[src/rtl/pfs_pkg.sv]
package pfs_pkg;
   typedef struct packed {
      logic warn;
      logic vmin;
      logic vli;
      logic line_low;
   } pfs_flags_t;

   localparam int PFS_FLAG_N = $bits(pfs_flags_t);
endpackage

[src/rtl/pfs_sync.sv]
module pfs_sync #(
   parameter int STAGES = 2,
   parameter int W      = 4
) (
   input  logic         clk,
   input  logic         rst_n,
   input  logic [W-1:0] d,
   output logic [W-1:0] q
);
   logic [STAGES-1:0][W-1:0] chain;

   generate
      if (STAGES < 2) begin : g_bad
         $error("pfs_sync needs at least two stages");
      end
      for (genvar s = 0; s < STAGES; s++) begin : g_stage
         always_ff @(posedge clk or negedge rst_n) begin
            if (!rst_n) chain[s] <= '0;
            else if (s == 0) chain[s] <= d;
            else chain[s] <= chain[(s == 0) ? 0 : s-1];
         end
      end
   endgenerate

   assign q = chain[STAGES-1];
endmodule

[src/rtl/pfs_por_timer.sv]
module pfs_por_timer #(
   parameter int POR_CYCLES = 21504
) (
   input  logic clk,
   input  logic rst_n,
   input  logic under,
   output logic busy
);
   localparam int CNT_W = (POR_CYCLES > 2) ? $clog2(POR_CYCLES) : 1;
   localparam logic [CNT_W-1:0] LAST = CNT_W'(POR_CYCLES - 1);

   logic [CNT_W-1:0] cnt;

   generate
      if (POR_CYCLES < 2) begin : g_bad
         $error("pfs_por_timer needs POR_CYCLES >= 2");
      end
   endgenerate

   always_ff @(posedge clk or negedge rst_n) begin
      if (!rst_n) begin
         cnt  <= '0;
         busy <= 1'b1;
      end else if (under) begin
         cnt  <= '0;
         busy <= 1'b1;
      end else if (busy) begin
         if (cnt == LAST) busy <= 1'b0;
         else cnt <= cnt + 1'b1;
      end
   end


   restart_chk: assert property (@(posedge clk) disable iff (!rst_n)
      under |=> (busy && cnt == '0));


   por_len_chk: assert property (@(posedge clk) disable iff (!rst_n)
      $fell(busy) |-> ($past(cnt) == LAST));
endmodule

[src/rtl/pfs_warn_irq.sv]
module pfs_warn_irq (
   input  logic clk,
   input  logic rst_n,
   input  logic warn,
   input  logic en,
   input  logic hold,
   output logic irq
);
   logic warn_q;

   always_ff @(posedge clk or negedge rst_n) begin
      if (!rst_n) begin
         warn_q <= 1'b0;
         irq    <= 1'b0;
      end else begin
         warn_q <= warn;
         irq    <= warn && !warn_q && en && !hold;
      end
   end


   pulse_width_chk: assert property (@(posedge clk) disable iff (!rst_n)
      irq |=> !irq);


   irq_in_reset_chk: assert property (@(posedge clk) disable iff (!rst_n)
      irq |-> $past(!hold));
endmodule

[src/rtl/pfs_supervisor.sv]
module pfs_supervisor
   import pfs_pkg::*;
#(
   parameter int          SYNC_STAGES = 2,
   parameter int          POR_CYCLES  = 21504,
   parameter int          VEC_W       = 8,
   parameter logic [7:0]  IRQ_VECTOR  = 8'h2B
) (
   input  logic             clk,
   input  logic             rst_n,
   input  logic             warn_raw,
   input  logic             vmin_raw,
   input  logic             vli_raw,
   input  logic             warn_irq_en,
   input  logic             rstln_i,
   output logic             rstln_oe,
   output logic             irq_req,
   output logic [VEC_W-1:0] irq_vector,
   output logic             core_rst,
   output logic             strobe_block,
   output logic             batt_n
);
   pfs_flags_t flags_raw, flags_s;
   logic [PFS_FLAG_N-1:0] flags_s_bits;
   logic under, busy;

   assign flags_raw = '{warn: warn_raw, vmin: vmin_raw, vli: vli_raw, line_low: !rstln_i};

   pfs_sync #(.STAGES(SYNC_STAGES), .W(PFS_FLAG_N)) i_sync (
      .clk(clk), .rst_n(rst_n), .d(flags_raw), .q(flags_s_bits)
   );
   assign flags_s = pfs_flags_t'(flags_s_bits);

   assign under = flags_s.vmin || flags_s.line_low;

   pfs_por_timer #(.POR_CYCLES(POR_CYCLES)) i_por (
      .clk(clk), .rst_n(rst_n), .under(under), .busy(busy)
   );

   assign core_rst     = under || busy;
   assign strobe_block = core_rst;
   assign rstln_oe     = flags_s.vmin;
   assign batt_n       = !flags_s.vli;
   assign irq_vector   = VEC_W'(IRQ_VECTOR);

   pfs_warn_irq i_irq (
      .clk(clk), .rst_n(rst_n), .warn(flags_s.warn), .en(warn_irq_en),
      .hold(core_rst), .irq(irq_req)
   );


   line_release_chk: assert property (@(posedge clk) disable iff (!rst_n)
      !core_rst |-> !flags_s.line_low);


   vmin_drive_chk: assert property (@(posedge clk) disable iff (!rst_n)
      rstln_oe |-> core_rst);
endmodule

[config.mk]
export PLATFORM = sky130hd
export DESIGN_NAME = pfs_supervisor
export DESIGN_NICKNAME = d
export VERILOG_FILES = /design/src/rtl/pfs_pkg.sv /design/src/rtl/pfs_sync.sv /design/src/rtl/pfs_por_timer.sv /design/src/rtl/pfs_warn_irq.sv /design/src/rtl/pfs_supervisor.sv
export SDC_FILE = /design/constraint.sdc
export NUM_CORES = 1
export LEC_CHECK = 0
export BUFFER_PORTS_ARGS = -buffer_cell sky130_fd_sc_hd__buf_4
export CAP_MARGIN = 0
export CELL_PAD_IN_SITES_DETAIL_PLACEMENT = 0
export CELL_PAD_IN_SITES_GLOBAL_PLACEMENT = 2
export CORE_UTILIZATION = 30
export CTS_CLUSTER_DIAMETER = 200
export DETAILED_ROUTE_END_ITERATION = 7
export GPL_ROUTABILITY_DRIVEN = 0
export PLACE_DENSITY = 0.67
export SLEW_MARGIN = 20
export SYNTH_ARGS = -nofsm -noshare
export SYNTH_HDL_FRONTEND = slang
export SYNTH_SLANG_ARGS = --single-unit
[constraint.sdc]
create_clock -name clk -period 2.3 [get_ports clk]
set_input_delay 0.115 -clock clk [delete_from_list [all_inputs] [get_ports clk]]
set_output_delay 0.115 -clock clk [all_outputs]
set_load 0.02 [all_outputs]
# Word level (Yosys, flattened, before mapping)
# Cells that the tools add are included.
# W data, S select, Z words.
[classes] addsub=1 mul=0 div=0 magnitude_cmp=0 n_eq_ne=2 shift=0 n_mux=6 bitwise_logic=0 reduce_logical=11
[ops] cell="$mux W15" count=3
[ops] cell="$add A15 B1 Y15 const B" count=1
[ops] cell="$eq A15 B15 Y1 const B" count=1
[ops] cell="$logic_not A1 Y1" count=4
[ops] cell="$logic_and A1 B1 Y1" count=3
[ops] cell="$mux W1" count=3
[ops] cell="$logic_or A1 B1 Y1" count=2
[ops] cell="$ne A2 B2 Y1 const B" count=1
[ops] cell="$reduce_and A2 Y1" count=1
[ops] cell="$reduce_bool A2 Y1" count=1
[word_totals] ff_bits=26 latch_bits=0 mem_bits_rw=0 rom_bits=0 out_inout_bits=13 memories=0

# Depth between registers and ports, before layout
[logic_depth] ltp_word=4 mapped_depth=6

# Hierarchy
# Synthesis repeated with hierarchy kept, for this count alone.
[hier_totals] cells_unflattened=119 area_unflattened_um2=1272.5
[modules_own_cells] module="pfs_por_timer" instances=1 cells_per_inst=89 area_each_um2=884.6 seq_area_each_um2=401.6
[modules_own_cells] module="pfs_sync" instances=1 cells_per_inst=12 area_each_um2=230.2 seq_area_each_um2=200.2
[modules_own_cells] module="pfs_supervisor" instances=1 cells_per_inst=15 area_each_um2=95.1 seq_area_each_um2=0.0
[modules_own_cells] module="pfs_warn_irq" instances=1 cells_per_inst=3 area_each_um2=62.6 seq_area_each_um2=50.0

# Worst setup path after synthesis
# Ideal clock, no wire load.
[synth_path] path_kind="flip-flop to flip-flop" from="register i_por.cnt[0]" to="register i_por.cnt[7]" arrival_time_ps=1655 required_time_ps=2222 path_slack_ps=567 stages_incl_launch_ff=6 n_path_buf=0 period_less_slack_ps=1733 cell_sequence="dfrtp_1 > ha_1 > and4_1 > a41o_4 > or4_1 > a21oi_1"
[synth_via] elab_chain_cells=4
[synth_lines] item="start, declared" line="pfs_por_timer.sv:12" text="logic [CNT_W-1:0] cnt;"
[synth_lines] item="start signal, assigned" line="pfs_por_timer.sv:29" text="else cnt <= cnt + 1'b1;"
[synth_lines] item="$add A15 B1 Y15" line="pfs_por_timer.sv:29"
[synth_lines] item="$mux W15" line="pfs_por_timer.sv:28" text="if (cnt == LAST) busy <= 1'b0;"
[synth_lines] item="$mux W15" line="pfs_por_timer.sv:27" text="end else if (busy) begin"
[synth_lines] item="$mux W15" line="pfs_por_timer.sv:24" text="end else if (under) begin"
# Parallel ways exist; a longest one is shown, timed or not. The select of a mux whose other input is x is not followed.
# A chain may end at the register's enable or synchronous reset.

# Worst setup path in the final report
# Ends and elaborated chain as after synthesis.

==> run metrics <==
post-synthesis register bit count 26; post-synthesis sequential area ratio 0.543; H-tree levels 1; # Max-Cap Violations 0; Buf/Inv on CP 0; fin crit share 0.818; DIE HEIGHT 65.3 um; Post-DRT Antenna Nets 0; Total GRT Usage 0.124; synth-to-layout area growth 17.2%; clk buf depth 2; Synth area leaders dfrtp_1 52%, buf_4 5.6%, a21oi_1 4.2%; Syn Area/Cell 10.2 sq um; Max Slew Vio Count 0; LEAKAGE 0.630 nW; crit path cell chain ha_1 > and4_1 > a41o_4 > or4_1 > a21oi_1; initial antenna violation count 0; antenna cell count 0; largest net degree at the start of global routing 27; DIE AREA 4260 sq um; min cycle time layout 1880 ps; share of layout cells above drive strength 1 0.159; # DRC 0; DP HPWL 1640 um; Setup Viol. Count Final 0; clock sinks 26; clk_skew 8.10 ps; Vias/cell 4.86; CTS resizes 0; count leader, synth dfrtp_1; met1 WL 1090 um; final core utilization 0.376; detailed-route wire length 2350 um; CTS tree built; r2r setup slk 420 ps; total grt overflow 0; fraction of registers with async set/reset 1.00; Core Area 3740 sq um; post-route cell area 1410 sq um; RR Startpoint i_por.cnt[0]; PnR worst setup slack 418 ps; most frequent cells after synthesis 25 x dfrtp_1, 11 x nand2_1, 10 x a21oi_1, 9 x buf_4, 8 x nor2_1; Peak Freq 0.531 GHz; hold worst-path end i_irq.irq; Crit path required time 2500 ps; R2R Path End i_por.cnt[7]; Filler cells 401; RSZ-0062 raised after global routing false; Synth top area share 0.521; Inst Count DP 171; Tot Pwr 901 uW; Layout Cells excl Fill 180; EDFF count, synth 0; min-delay src warn_irq_en; Top Layer Used met4; DR pass1 iterations 4; Syn Inst Count 118; worst skew pair latency 270 ps; Mapped Area 1200 sq um; crit path kind reg2reg; vias in the first global route 875; wire per inst 13.1 um; CP max FO 17; Final Hold Violating Endpoints 0; Slew @ Worst Pin 520 ps; final net count 141; leading area contributor after synthesis dfrtp_1; library cells used by synthesis 32; Chip Width 65.3 um; Met3 Wirelength 95 um; Setup Total Neg Slack 0 ps; worst vdd ir 311 uV; worst min path class in2reg; first-pass GRT wire length 3990 um; Iter 0 DRT Violations 33; Place WS 427 ps; Crit-path slowest cell or4_1; Port Buffer Count 11; CP peak stage delay 470 ps; Synth warnings 0; CTS root buffer clkbuf_8; row count 22; Met2 Wirelength 1150 um; worst hold margin 61.5 ps; CP endpoint kind flip-flop; slew margin rel. 0.652; critical path startpoint category flip-flop; WP data arrival 2080 ps; r2r worst-path depth 5; Post-DP Area 1290 sq um; Initial Utilization 0.321; cell count along the critical path 5; Largest delay share family, worst path simple AND/OR/NAND/NOR gates; Hold Path Depth 3; FF+latch area 652 sq um; CTS Buf Count 3; area of the multi-input gates 477 sq um; clk slew on worst S/H paths 90 ps; cell area power density 640 nW/um^2; Main synth FF type dfrtp_1; status finished clean; Ports 20; DR vias 875
[what timing repair did]
action / 4_1_cts / 5_1_grt
buffers inserted: 0 / 0
hold buffers: 5 / 0
endpoints found under the hold margin: 29 / 0
[report_power, final]
part | total, mW | leakage, nW | internal (mW) | switching, mW
Sequential | 0.471 | 0.338 | 0.466 | 0.00415
Combinational | 0.0521 | 0.257 | 0.0175 | 0.0346
Clock | 0.379 | 0.0357 | 0.233 | 0.146
Total | 0.901 | 0.630 | 0.717 | 0.185
[how the worst max path moves through the flow]
stage	from	to	slack [ps]
after CTS	i_por.cnt[0]	i_por.cnt[7]	400
after global routing	i_por.cnt[0]	i_por.cnt[7]	300
after global placement	i_por.cnt[0]	i_por.cnt[7]	480
after detailed placement	i_por.cnt[0]	i_por.cnt[7]	430
after floorplan	i_por.cnt[0]	i_por.cnt[7]	570
final	i_por.cnt[0]	i_por.cnt[7]	420
[placed cells by master (no fill, tap or decap), drive strengths merged, types with 3 or more instances in the layout]
master       instances
dlygate4sd3          5
nand3                5
a21oi               10
or3                  5
clkbuf               3
nand2               11
inv                  4
and3                 3
dfrtp               25
buf                 11
nor3                 3
nor2                 8
conb                 8
a41o                 3
o21ai                6
[layout make-up]
class                   instances  share of cell area
multi-input cells              82               0.339
clock buffers                   3              0.0293
inverters                       4              0.0107
repair buffers                 16              0.0942
well taps                      48              0.0427
flip-flops and latches         26               0.463
clock inverters                 1              0.0213
[flip-flops by register name, indices dropped and copies added (netlist names)]
register      count
i_sync.q          4
i_por.cnt        15
i_irq.irq         1
i_por.busy        1
i_sync.chain      4
i_irq.warn_q      1
[logic make-up (layout without fill, tap and decap cells)]
family	Yosys count	after routing	synth area share
adder cells (fa/ha/maj)	1	1	0.0104
flip-flops	26	26	0.543
AND/OR/NAND/NOR	46	46	0.206
other	2	8	0.00625
XOR/XNOR	4	4	0.0292
buffers and inverters	16	24	0.0792
AO/OA/AOI/OAI	23	23	0.126
[per-layer routing]
| layer | track usage | up-vias |
|---|---|---|
| li1 | - | 426 |
| met1 | 0.153 | 427 |
| met2 | 0.216 | 18 |
| met3 | 0.0313 | 4 |
| met4 | 0.0245 | 0 |
| met5 | 0 | - |
[worst reg2reg max path, delay by kind of cell (launching register included)]
kind,cells,cell delay (ps)
AND/OR/NAND/NOR,2,740
AO/OA/AOI/OAI,2,420
flip-flops,1,410
adder cells (fa/ha/maj),1,250
Note: power is estimated with default switching activity, not from simulation.
